===== src/rtl/spec_alloc_pkg.sv =====
// Shared helpers for the speculative allocator.
// Assumes nothing beyond IEEE 1800-2017 constant functions.
package spec_alloc_pkg;

    // Index width for n items, never below one bit.
    function automatic int idx_w(input int n);
        return (n > 1) ? $clog2(n) : 1;
    endfunction

    // Class of a bid presented by one input VC.
    typedef enum logic [1:0] {
        BID_NONE = 2'd0,
        BID_SPEC = 2'd1,
        BID_FIRM = 2'd2
    } bid_e;

endpackage


===== src/rtl/cls_rr_arb.sv =====
// Two-class round-robin arbiter.
// High-class requests always beat low-class ones. Inside the winning class
// the search starts at the pointer. The pointer moves past the winner only
// when the caller asserts advance, so a grant the caller discards leaves it.
module cls_rr_arb
    import spec_alloc_pkg::*;
#(
    parameter int N = 4,
    localparam int IW = idx_w(N)
) (
    input  logic          clk,
    input  logic          rst_n,
    input  logic [N-1:0]  req_hi,
    input  logic [N-1:0]  req_lo,
    input  logic          advance,
    output logic          gnt_vld,
    output logic [IW-1:0] gnt_idx
);

    logic [IW-1:0] ptr_q;
    logic [N-1:0]  pool;

    // Pick the first requester of the active class at or after the pointer.
    always_comb begin
        pool    = (|req_hi) ? req_hi : req_lo;
        gnt_vld = 1'b0;
        gnt_idx = '0;
        for (int k = 0; k < N; k++) begin
            if (!gnt_vld && pool[(int'(ptr_q) + k) % N]) begin
                gnt_vld = 1'b1;
                gnt_idx = IW'((int'(ptr_q) + k) % N);
            end
        end
    end

    // Move the pointer past a grant the caller decided to keep.
    always_ff @(posedge clk) begin
        if (!rst_n) begin
            ptr_q <= '0;
        end else if (advance && gnt_vld) begin
            ptr_q <= (int'(gnt_idx) == N - 1) ? '0 : IW'(int'(gnt_idx) + 1);
        end
    end

    p_grant_is_request_r9: assert property (@(posedge clk) disable iff (!rst_n)
        gnt_vld |-> (req_hi[gnt_idx] || req_lo[gnt_idx]));

    p_high_class_first_r5: assert property (@(posedge clk) disable iff (!rst_n)
        (|req_hi) |-> (gnt_vld && req_hi[gnt_idx]));

endmodule


===== src/rtl/ovc_alloc.sv =====
// Output-VC allocator with busy map.
// Each output port grants at most one head per cycle and hands out the
// lowest-numbered free VC. Granted VCs become busy and are released by
// release_mask, which the caller raises when a tail crosses the switch.
// A VC claimed and released in the same cycle stays free.
module ovc_alloc
    import spec_alloc_pkg::*;
#(
    parameter int NPORT = 4,
    parameter int NVC   = 2,
    localparam int N    = NPORT * NVC,
    localparam int PW   = idx_w(NPORT),
    localparam int VW   = idx_w(NVC),
    localparam int NW   = idx_w(N)
) (
    input  logic            clk,
    input  logic            rst_n,
    input  logic [N-1:0]    head_req,
    input  logic [N*PW-1:0] head_port,
    input  logic [N-1:0]    release_mask,
    output logic [N-1:0]    vc_gnt,
    output logic [N*VW-1:0] vc_gnt_id,
    output logic [N-1:0]    free_mask
);

    logic [N-1:0]  busy_q;
    logic [N-1:0]  claim;
    logic [N-1:0]  port_req [NPORT];
    logic          any_free [NPORT];
    logic [VW-1:0] pick     [NPORT];
    logic          arb_vld  [NPORT];
    logic [NW-1:0] arb_idx  [NPORT];

    for (genvar o = 0; o < NPORT; o++) begin : g_out
        // Find the lowest free VC of this port and gather the heads that want it.
        always_comb begin
            any_free[o] = 1'b0;
            pick[o]     = '0;
            for (int v = NVC - 1; v >= 0; v--) begin
                if (!busy_q[o*NVC + v]) begin
                    any_free[o] = 1'b1;
                    pick[o]     = VW'(v);
                end
            end
            for (int i = 0; i < N; i++) begin
                port_req[o][i] = head_req[i] && any_free[o]
                               && (int'(head_port[i*PW +: PW]) == o);
            end
        end

        cls_rr_arb #(.N(N)) u_arb (
            .clk     (clk),
            .rst_n   (rst_n),
            .req_hi  (port_req[o]),
            .req_lo  ({N{1'b0}}),
            .advance (1'b1),
            .gnt_vld (arb_vld[o]),
            .gnt_idx (arb_idx[o])
        );
    end

    // Spread the per-port winners over the per-input-VC grant outputs.
    always_comb begin
        vc_gnt    = '0;
        vc_gnt_id = '0;
        claim     = '0;
        for (int o = 0; o < NPORT; o++) begin
            if (arb_vld[o]) begin
                vc_gnt[arb_idx[o]]                        = 1'b1;
                vc_gnt_id[int'(arb_idx[o])*VW +: VW]      = pick[o];
                claim[o*NVC + int'(pick[o])]              = 1'b1;
            end
        end
    end

    // Mark claimed VCs busy and free those whose tail left.
    always_ff @(posedge clk) begin
        if (!rst_n) begin
            busy_q <= '0;
        end else begin
            busy_q <= (busy_q | claim) & ~release_mask;
        end
    end

    assign free_mask = ~busy_q;

    for (genvar i = 0; i < N; i++) begin : g_chk
        p_grant_needs_head_r6: assert property (@(posedge clk) disable iff (!rst_n)
            vc_gnt[i] |-> head_req[i]);
    end

endmodule


===== src/rtl/sw_alloc.sv =====
// Separable switch allocator, input stage first.
// Each input port picks one of its VCs, with firm bids ahead of speculative
// ones. Each output port then picks one input port, again firm first. The
// result is tentative; the caller decides which grants are kept and feeds
// that back so only kept grants move the round-robin pointers.
module sw_alloc
    import spec_alloc_pkg::*;
#(
    parameter int NPORT = 4,
    parameter int NVC   = 2,
    localparam int N    = NPORT * NVC,
    localparam int PW   = idx_w(NPORT),
    localparam int VW   = idx_w(NVC)
) (
    input  logic            clk,
    input  logic            rst_n,
    input  logic [N-1:0]    firm,
    input  logic [N-1:0]    spec,
    input  logic [N*PW-1:0] dest,
    input  logic [NPORT-1:0] adv_in,
    input  logic [NPORT-1:0] adv_out,
    output logic [N-1:0]    tent
);

    logic          in_vld  [NPORT];
    logic [VW-1:0] in_idx  [NPORT];
    logic          in_hi   [NPORT];
    logic [PW-1:0] in_dst  [NPORT];
    logic [NPORT-1:0] o_hi [NPORT];
    logic [NPORT-1:0] o_lo [NPORT];
    logic          out_vld [NPORT];
    logic [PW-1:0] out_idx [NPORT];

    for (genvar p = 0; p < NPORT; p++) begin : g_in
        cls_rr_arb #(.N(NVC)) u_in_arb (
            .clk     (clk),
            .rst_n   (rst_n),
            .req_hi  (firm[p*NVC +: NVC]),
            .req_lo  (spec[p*NVC +: NVC]),
            .advance (adv_in[p]),
            .gnt_vld (in_vld[p]),
            .gnt_idx (in_idx[p])
        );

        // Carry the class and destination of this port's chosen VC forward.
        always_comb begin
            in_hi[p]  = |firm[p*NVC +: NVC];
            in_dst[p] = dest[(p*NVC + int'(in_idx[p]))*PW +: PW];
        end
    end

    for (genvar o = 0; o < NPORT; o++) begin : g_out
        // Sort the input-stage winners aimed at this output by class.
        always_comb begin
            for (int p = 0; p < NPORT; p++) begin
                o_hi[o][p] = in_vld[p] &&  in_hi[p] && (int'(in_dst[p]) == o);
                o_lo[o][p] = in_vld[p] && !in_hi[p] && (int'(in_dst[p]) == o);
            end
        end

        cls_rr_arb #(.N(NPORT)) u_out_arb (
            .clk     (clk),
            .rst_n   (rst_n),
            .req_hi  (o_hi[o]),
            .req_lo  (o_lo[o]),
            .advance (adv_out[o]),
            .gnt_vld (out_vld[o]),
            .gnt_idx (out_idx[o])
        );
    end

    // A VC wins tentatively when its input pick is also chosen by its output.
    always_comb begin
        tent = '0;
        for (int p = 0; p < NPORT; p++) begin
            if (in_vld[p] && out_vld[in_dst[p]] && (int'(out_idx[in_dst[p]]) == p)) begin
                tent[p*NVC + int'(in_idx[p])] = 1'b1;
            end
        end
    end

    for (genvar p = 0; p < NPORT; p++) begin : g_chk
        p_one_pick_per_input_r9: assert property (@(posedge clk) disable iff (!rst_n)
            $onehot0(tent[p*NVC +: NVC]));
    end

endmodule


===== src/rtl/spec_vc_sw_alloc.sv =====
// Speculative VC and switch allocator, top level.
// Classifies each input VC's bid, runs VC allocation and switch allocation
// side by side, keeps a speculative switch win only when the same VC also
// won an output VC, and frees output VCs when tails are switched.
// Assumes the input unit holds a bid steady until it is granted.
module spec_vc_sw_alloc
    import spec_alloc_pkg::*;
#(
    parameter int NPORT = 4,
    parameter int NVC   = 2,
    localparam int N    = NPORT * NVC,
    localparam int PW   = idx_w(NPORT),
    localparam int VW   = idx_w(NVC)
) (
    input  logic              clk,
    input  logic              rst_n,
    input  logic [N-1:0]      in_flit_vld,
    input  logic [N-1:0]      in_route_vld,
    input  logic [N*PW-1:0]   in_out_port,
    input  logic [N-1:0]      in_has_vc,
    input  logic [N*VW-1:0]   in_held_vc,
    input  logic [N-1:0]      in_tail,
    output logic [N-1:0]      vc_gnt,
    output logic [N*VW-1:0]   vc_gnt_id,
    output logic [N-1:0]      sw_gnt,
    output logic [NPORT-1:0]  xb_vld,
    output logic [NPORT*PW-1:0] xb_sel,
    output logic [N-1:0]      ovc_free
);

    bid_e             bid [N];
    logic [N-1:0]     firm;
    logic [N-1:0]     spec;
    logic [N-1:0]     tent;
    logic [N-1:0]     kept;
    logic [N-1:0]     rel;
    logic [NPORT-1:0] adv_in;

    // Classify each input VC: no bid until the route is known.
    always_comb begin
        for (int i = 0; i < N; i++) begin
            bid[i] = BID_NONE;
            if (in_flit_vld[i] && in_route_vld[i]) begin
                bid[i] = in_has_vc[i] ? BID_FIRM : BID_SPEC;
            end
            firm[i] = (bid[i] == BID_FIRM);
            spec[i] = (bid[i] == BID_SPEC);
        end
    end

    ovc_alloc #(.NPORT(NPORT), .NVC(NVC)) u_ovc (
        .clk          (clk),
        .rst_n        (rst_n),
        .head_req     (spec),
        .head_port    (in_out_port),
        .release_mask (rel),
        .vc_gnt       (vc_gnt),
        .vc_gnt_id    (vc_gnt_id),
        .free_mask    (ovc_free)
    );

    sw_alloc #(.NPORT(NPORT), .NVC(NVC)) u_sw (
        .clk     (clk),
        .rst_n   (rst_n),
        .firm    (firm),
        .spec    (spec),
        .dest    (in_out_port),
        .adv_in  (adv_in),
        .adv_out (xb_vld),
        .tent    (tent)
    );

    // Keep firm wins and speculative wins backed by a VC; drive the crossbar.
    always_comb begin
        kept   = '0;
        xb_vld = '0;
        xb_sel = '0;
        adv_in = '0;
        rel    = '0;
        for (int i = 0; i < N; i++) begin
            kept[i] = tent[i] && (firm[i] || vc_gnt[i]);
            if (kept[i]) begin
                xb_vld[in_out_port[i*PW +: PW]]                  = 1'b1;
                xb_sel[int'(in_out_port[i*PW +: PW])*PW +: PW]   = PW'(i / NVC);
                adv_in[i / NVC]                                  = 1'b1;
                if (in_tail[i]) begin
                    rel[int'(in_out_port[i*PW +: PW])*NVC
                        + int'(firm[i] ? in_held_vc[i*VW +: VW] : vc_gnt_id[i*VW +: VW])] = 1'b1;
                end
            end
        end
    end

    assign sw_gnt = kept;

    // Checks on the combined behaviour, written against the ports.
    logic [idx_w(N)-1:0] gidx [N];
    always_comb begin
        for (int i = 0; i < N; i++) begin
            gidx[i] = idx_w(N)'(int'(in_out_port[i*PW +: PW])*NVC + int'(vc_gnt_id[i*VW +: VW]));
        end
    end

    for (genvar i = 0; i < N; i++) begin : g_chk
        p_route_gate_r1: assert property (@(posedge clk) disable iff (!rst_n)
            (vc_gnt[i] || sw_gnt[i]) |-> (in_flit_vld[i] && in_route_vld[i]));

        p_spec_needs_vc_r3: assert property (@(posedge clk) disable iff (!rst_n)
            (sw_gnt[i] && !in_has_vc[i]) |-> vc_gnt[i]);

        p_firm_first_in_r5: assert property (@(posedge clk) disable iff (!rst_n)
            (sw_gnt[i] && !in_has_vc[i]) |-> !(|firm[(i/NVC)*NVC +: NVC]));

        p_owner_no_new_vc_r6: assert property (@(posedge clk) disable iff (!rst_n)
            in_has_vc[i] |-> !vc_gnt[i]);

        p_granted_vc_was_free_r10: assert property (@(posedge clk) disable iff (!rst_n)
            vc_gnt[i] |-> ovc_free[gidx[i]]);

        p_granted_vc_busy_r8: assert property (@(posedge clk) disable iff (!rst_n)
            (vc_gnt[i] && !(sw_gnt[i] && in_tail[i])) |=> !ovc_free[$past(gidx[i])]);
    end

    for (genvar p = 0; p < NPORT; p++) begin : g_chk_port
        p_one_grant_per_input_r9: assert property (@(posedge clk) disable iff (!rst_n)
            $onehot0(sw_gnt[p*NVC +: NVC]));
    end

    p_one_input_per_output_r9: assert property (@(posedge clk) disable iff (!rst_n)
        $countones(sw_gnt) == $countones(xb_vld));

endmodule


===== config.mk =====
export PLATFORM = sky130hd
export DESIGN_NAME = spec_vc_sw_alloc
export DESIGN_NICKNAME = d
export VERILOG_FILES = /design/src/rtl/spec_alloc_pkg.sv /design/src/rtl/cls_rr_arb.sv /design/src/rtl/ovc_alloc.sv /design/src/rtl/sw_alloc.sv /design/src/rtl/spec_vc_sw_alloc.sv
export SDC_FILE = /design/constraint.sdc
export NUM_CORES = 1
export LEC_CHECK = 0
export ABC_AREA = 1
export BUFFER_PORTS_ARGS = -buffer_cell sky130_fd_sc_hd__buf_2
export CAP_MARGIN = 20
export CELL_PAD_IN_SITES_DETAIL_PLACEMENT = 1
export CELL_PAD_IN_SITES_GLOBAL_PLACEMENT = 1
export CORE_MARGIN = 4
export CORE_UTILIZATION = 30
export CTS_CLUSTER_SIZE = 16
export DETAILED_ROUTE_END_ITERATION = 6
export PLACE_DENSITY_LB_ADDON = 0.3
export SYNTH_ARGS = -nofsm -noshare
export SYNTH_HDL_FRONTEND = slang
export SYNTH_SLANG_ARGS = --single-unit

===== constraint.sdc =====
create_clock -name clk -period 10.6 [get_ports clk]
set_input_delay 1.59 -clock clk [delete_from_list [all_inputs] [get_ports clk]]
set_output_delay 1.59 -clock clk [all_outputs]
set_load 0.1 [all_outputs]

==> metrics.csv, run 1 <==
metric,value,unit
Final Setup Violations,0,
dpl ws,3.22,ns
post-route setup TNS,0,ns
Initial DRC Count,1007,
XOR/XNOR Fraction of Synth Area,1.53,%
Setup Crit Path Kind,in -> out,
main combinational cell family by area after synthesis,simple AND/OR/NAND/NOR gates,
status,completed,
Routed Antenna Nets,0,
required time of the worst setup path,9.01,ns
fraction of registers with async set/reset,0,%
Cell Rows,65,
CP top delay family,simple AND/OR/NAND/NOR gates,
post-DP HPWL,40000,microns
clock sink count,32,
Port-buffer cells,101,
Syn-to-layout area delta,9.96,%
Period minus WS final,7.49,ns
Diodes inserted,0,
most area-hungry cell type in the Yosys netlist,nand2_1,
synth unique cells,54,
post-synthesis sequential area ratio,6.60,%
H-tree depth,2,
via count,12820,
grt total ovfl,0,
"Setup Fix Bufs, Post-CTS",0,
critical path's most frequent cell,nand2_1,
hold path depth,2,
top-count cell post-synth,nand2_1,
Cells after Synth,1843,
Peak Freq,0.134,GHz
share of cells above drive strength 1,15.2,%
worst hold path type,reg -> reg,
CP max stage delay,0.47,ns
Final Hold Vio Count,0,
Total Wirelength,47000,microns
clk root buf,clkbuf_16,
Setup WS post-layout,3.11,ns
commonest cells in the netlist,"497 x nand2_1, 353 x nand3_1, 232 x nor2_1",
Setup crit start kind,input port,
first-pass GRT wire length,72400,microns
Die W,188,microns
simple-gate share of the synthesized area,68.3,%
Final Skew,0.00967,ns
hold_buf cts,0,
WL met2,21000,microns
WL met3,2760,microns
"Cell Area, Synth",9700,sq um
synthesized area per cell,5.26,sq um
max_cap viols,0,
top sig layer,met5,
crit path max-delay cell type,buf_2,
initial antenna violation count,2,
unrepaired setup endpoints after global routing,no,
warnings from Yosys,0,
CTS Buf Count,5,
CP max FO,12,
CP Buf/Inv Count,6,
die area,35300,sq um
Post-CTS Resized,0,
compound-gate portion of the synthesized area,7.99,%
core box area,31700,sq um
"top cells by area, synth","nand2_1 19%, nand3_1 18%, nor2_1 9.0%",
worst skew pair latency,0.31,ns
Metal-1 WL,21100,microns
period utilization,70.7,%
die height,188,microns
"Arr. time, crit path",5.90,ns
I/O Pins,102,
Initial Util,30.6,%
"Top FF cell, synth",dfxtp_1,
Reg2Reg Depth,33,
Final GP Congestion,0.961,
vias in the first global route,12731,
mux cell area share after synthesis,0,%
final slew viol count,0,
Synth top area share,19.2,%
Avg WL per Cell,20.3,microns
Adder-Cell Fraction of Synth Area,4.13,%
Overall Global Routing Usage,25.8,%
Slew @ Worst Pin,0.844,ns
endpoint class of the critical path,output port,
Slew HR,43.5,%
CTS tree,yes,
DR pass1 iterations,6,
syn_nets,1933,
Clock transition at path regs,0.07,ns
number of flops mapped to enable cells by yosys,0,
CP Depth,30,
drt drc,0,
clk buf depth,2,
#FFs+latches synth,32,
nets,2005,
largest net degree at the start of global routing,26,
drt via density,5.53,
==> metal layers <==
metal | GRT usage, % | up-vias
li1 | - | 6237
met1 | 34.3 | 6083
met2 | 42.0 | 391
met3 | 3.93 | 105
met4 | 10.4 | 4
met5 | 0 | -
==> layout by cell type (no fill, tap or decap), types with 5 or more instances in the layout <==
cell,Yosys,final
a211oi_1,6,6
a21oi_1,21,21
a31oi_1,6,6
buf_2,18,101
clkbuf_16,0,5
dfxtp_1,32,32
ha_1,32,32
inv_1,215,215
inv_2,24,24
nand2_1,497,497
nand2_2,46,46
nand2_4,8,8
nand3_1,353,353
nand3_2,28,28
nand3b_1,10,10
nand4_1,96,96
nand4_2,5,5
nor2_1,232,232
nor2_2,29,29
nor2_4,16,16
nor3_1,24,24
nor4_1,5,5
o21ai_0,32,32
o21ai_1,19,19
o21ai_2,6,6
xnor2_1,11,11
xor2_1,6,6
==> final timing paths <==
check	startpoint	to	slack (ns)
min reg2reg	u_sw.g_in[0].u_in_arb.ptr_q	u_sw.g_in[0].u_in_arb.ptr_q	0.50
max	in_flit_vld[0]	vc_gnt_id[4]	3.11
min	u_sw.g_in[0].u_in_arb.ptr_q	u_sw.g_in[0].u_in_arb.ptr_q	0.50
max reg2reg	u_ovc.g_out[0].u_arb.ptr_q[1]	u_ovc.busy_q[1]	4.97
==> worst reg2reg max path, delay by kind of cell (launching register included) <==
| kind | cells | cell delay, ns |
|---|---|---|
| flip-flops | 1 | 0.61 |
| AND/OR/NAND/NOR | 23 | 2.69 |
| buffers and inverters | 7 | 1.19 |
| adder cells (fa/ha/maj) | 3 | 1.02 |
==> stage by stage <==
stage	utilization [%]	cells	cell area, sq um	hold slack (ns)
4_1_cts	33.6	2318	10700	0.489
5_1_grt	33.6	2318	10700	0.513
2_1_floorplan	-	1843	9700	0.444
3_3_place_gp	33.1	2310	10500	0.469
3_5_place_dp	33.1	2310	10500	0.477
6_report	33.6	2318	10700	0.496
==> logic make-up (layout without fill, tap and decap cells) <==
| group | Yosys count | count (layout) |
|---|---|---|
| fa+ha+maj | 32 | 32 |
| compound gates | 119 | 119 |
| buf+inv | 276 | 349 |
| simple gates | 1367 | 1367 |
| xor+xnor | 17 | 17 |
| flops | 32 | 32 |
==> layout make-up <==
class	count	area [sq um]
inverter	240	901
sequential	32	641
tap	402	503
clock inverter	3	42.5
multi-input combinational	1535	7950
timing repair buffer	101	505
clock buffer	5	125
fill	4480	21000
Power of run 1 is not shown: default switching activity piles up to over one toggle a cycle in this logic, so the estimate is an artifact.
==> inputs of run 2 (changes only) <==
==> constraint.sdc (replaced) <==
create_clock -name clk -period 6 [get_ports clk]
set_input_delay 0.9 -clock clk [delete_from_list [all_inputs] [get_ports clk]]
set_output_delay 0.9 -clock clk [all_outputs]
set_load 0.1 [all_outputs]
==> metrics.csv, run 2 (same netlist as run 1, synthesis figures left out) <==
metric,value,unit
die height,188,microns
CP max stage delay,0.42,ns
nets,2058,
R2R Setup Slk,0.93,ns
Period minus WS final,5.72,ns
Avg WL per Cell,19.9,microns
crit path max-delay cell type,nor2_1,
GRT Max-Usage Layer,met2,
status,completed,
vias in the first global route,12981,
initial antenna violation count,3,
CTS Buf Count,5,
Multi-input gate area,7990,sq um
die area,35300,sq um
met1 Use GR,34.1,%
"Arr. time, crit path",4.82,ns
final slew viol count,0,
first-pass GRT wire length,72700,microns
via count,13015,
met3 Track Usage GR,4.47,%
clk buf depth,2,
Overall Global Routing Usage,26.0,%
Initial DRC Count,911,
Cell Rows,65,
Slew HR,52.2,%
Initial Util,30.6,%
met2 Usage GRT,42.2,%
DR pass1 iterations,5,
"Setup Fix Bufs, Post-CTS",0,
Final GP Congestion,0.987,
clk root buf,clkbuf_16,
Final Setup Violations,0,
Syn-to-layout area delta,15.9,%
drt via density,5.48,
final instance area,11200,sq um
"most common cell after layout, fill and taps aside",nand2_1,
sequential cell area,643,sq um
Post-CTS Resized,0,
core box area,31700,sq um
Final Skew,0.0122,ns
I/O Pins,102,
CP max FO,12,
endpoint class of the critical path,output port,
max_cap viols,0,
clock sink count,32,
Post-Place Cell Area,11000,sq um
worst hold path type,reg -> reg,
critical path's most frequent cell,nand2_1,
Total Wirelength,47200,microns
"leading cell types in the layout, fill and taps excluded","496 x nand2_1, 351 x nand3_1, 229 x nor2_1",
unrepaired setup endpoints after global routing,yes,
Port-buffer cells,101,
post-DP HPWL,40400,microns
Peak Freq,0.175,GHz
Slew @ Worst Pin,0.716,ns
worst skew pair latency,0.31,ns
H-tree depth,2,
Die W,188,microns
largest net degree at the start of global routing,26,
Routed Antenna Nets,0,
hold_buf cts,0,
Setup Crit Path Kind,in -> out,
share of cells above drive strength 1,18.1,%
CTS tree,yes,
Filler Cells Inserted,4522,
Final Hold Vio Count,0,
grt total ovfl,0,
Setup crit start kind,input port,
period utilization,95.3,%
drt drc,0,
Clock transition at path regs,0.07,ns
required time of the worst setup path,5.10,ns
final core utilization,35.5,%
[run 2: changes by cell type in the layout (fill, tap and decap cells not counted), sizes merged]
cell,change
buf,+49
clkbuf,+4
diode,+3
[run 2: worst paths after layout]
kind / start / to / cells after the start
max reg2reg: u_ovc.g_out[2].u_arb.ptr_q[1] / u_ovc.busy_q[0] / 30
min reg2reg: u_sw.g_in[0].u_in_arb.ptr_q / u_sw.g_in[0].u_in_arb.ptr_q / 2
max: in_has_vc[1] / vc_gnt_id[6] / 28
min: u_sw.g_in[0].u_in_arb.ptr_q / u_sw.g_in[0].u_in_arb.ptr_q / 2
[run 2: layer usage]
layer	wire length [microns]	vias to the layer above	part of all wire, %
met4	2370	4	5.0
met3	3120	113	6.6
met5	27	-	0.057
met1	20500	6111	43
li1	-	6355	-
met2	21200	432	45
[run 2: per-stage QoR]
step | setup TNS (ns) | setup slack [ns] | std cells | hold WS [ns]
after floorplan | 0 | 0.796 | 1843 | 0.444
after detailed placement | 0 | 0.305 | 2363 | 0.498
final | 0 | 0.281 | 2374 | 0.501
after CTS | 0 | 0.101 | 2371 | 0.511
after global placement | 0 | 0.301 | 2363 | 0.473
after global routing | -0.0199 | -0.00876 | 2371 | 0.549
[run 2: critical path, delay by kind of cell]
family                   cells  cell delay [ns]
adder cells (fa/ha/maj)      2             0.41
buffers and inverters        5             0.61
AND/OR/NAND/NOR             20             2.70
AO/OA/AOI/OAI                1             0.20
[run 2: cell type report]
class                   count  area share (%)
clock inverters             3           0.378
well taps                 402            4.47
multi-input cells        1535            71.0
inverters                 240            8.01
flip-flops and latches     32            5.72
repair buffers            154            9.23
clock buffers               5            1.11
diodes                      3          0.0667
Power of run 2 is left out for the same reason.
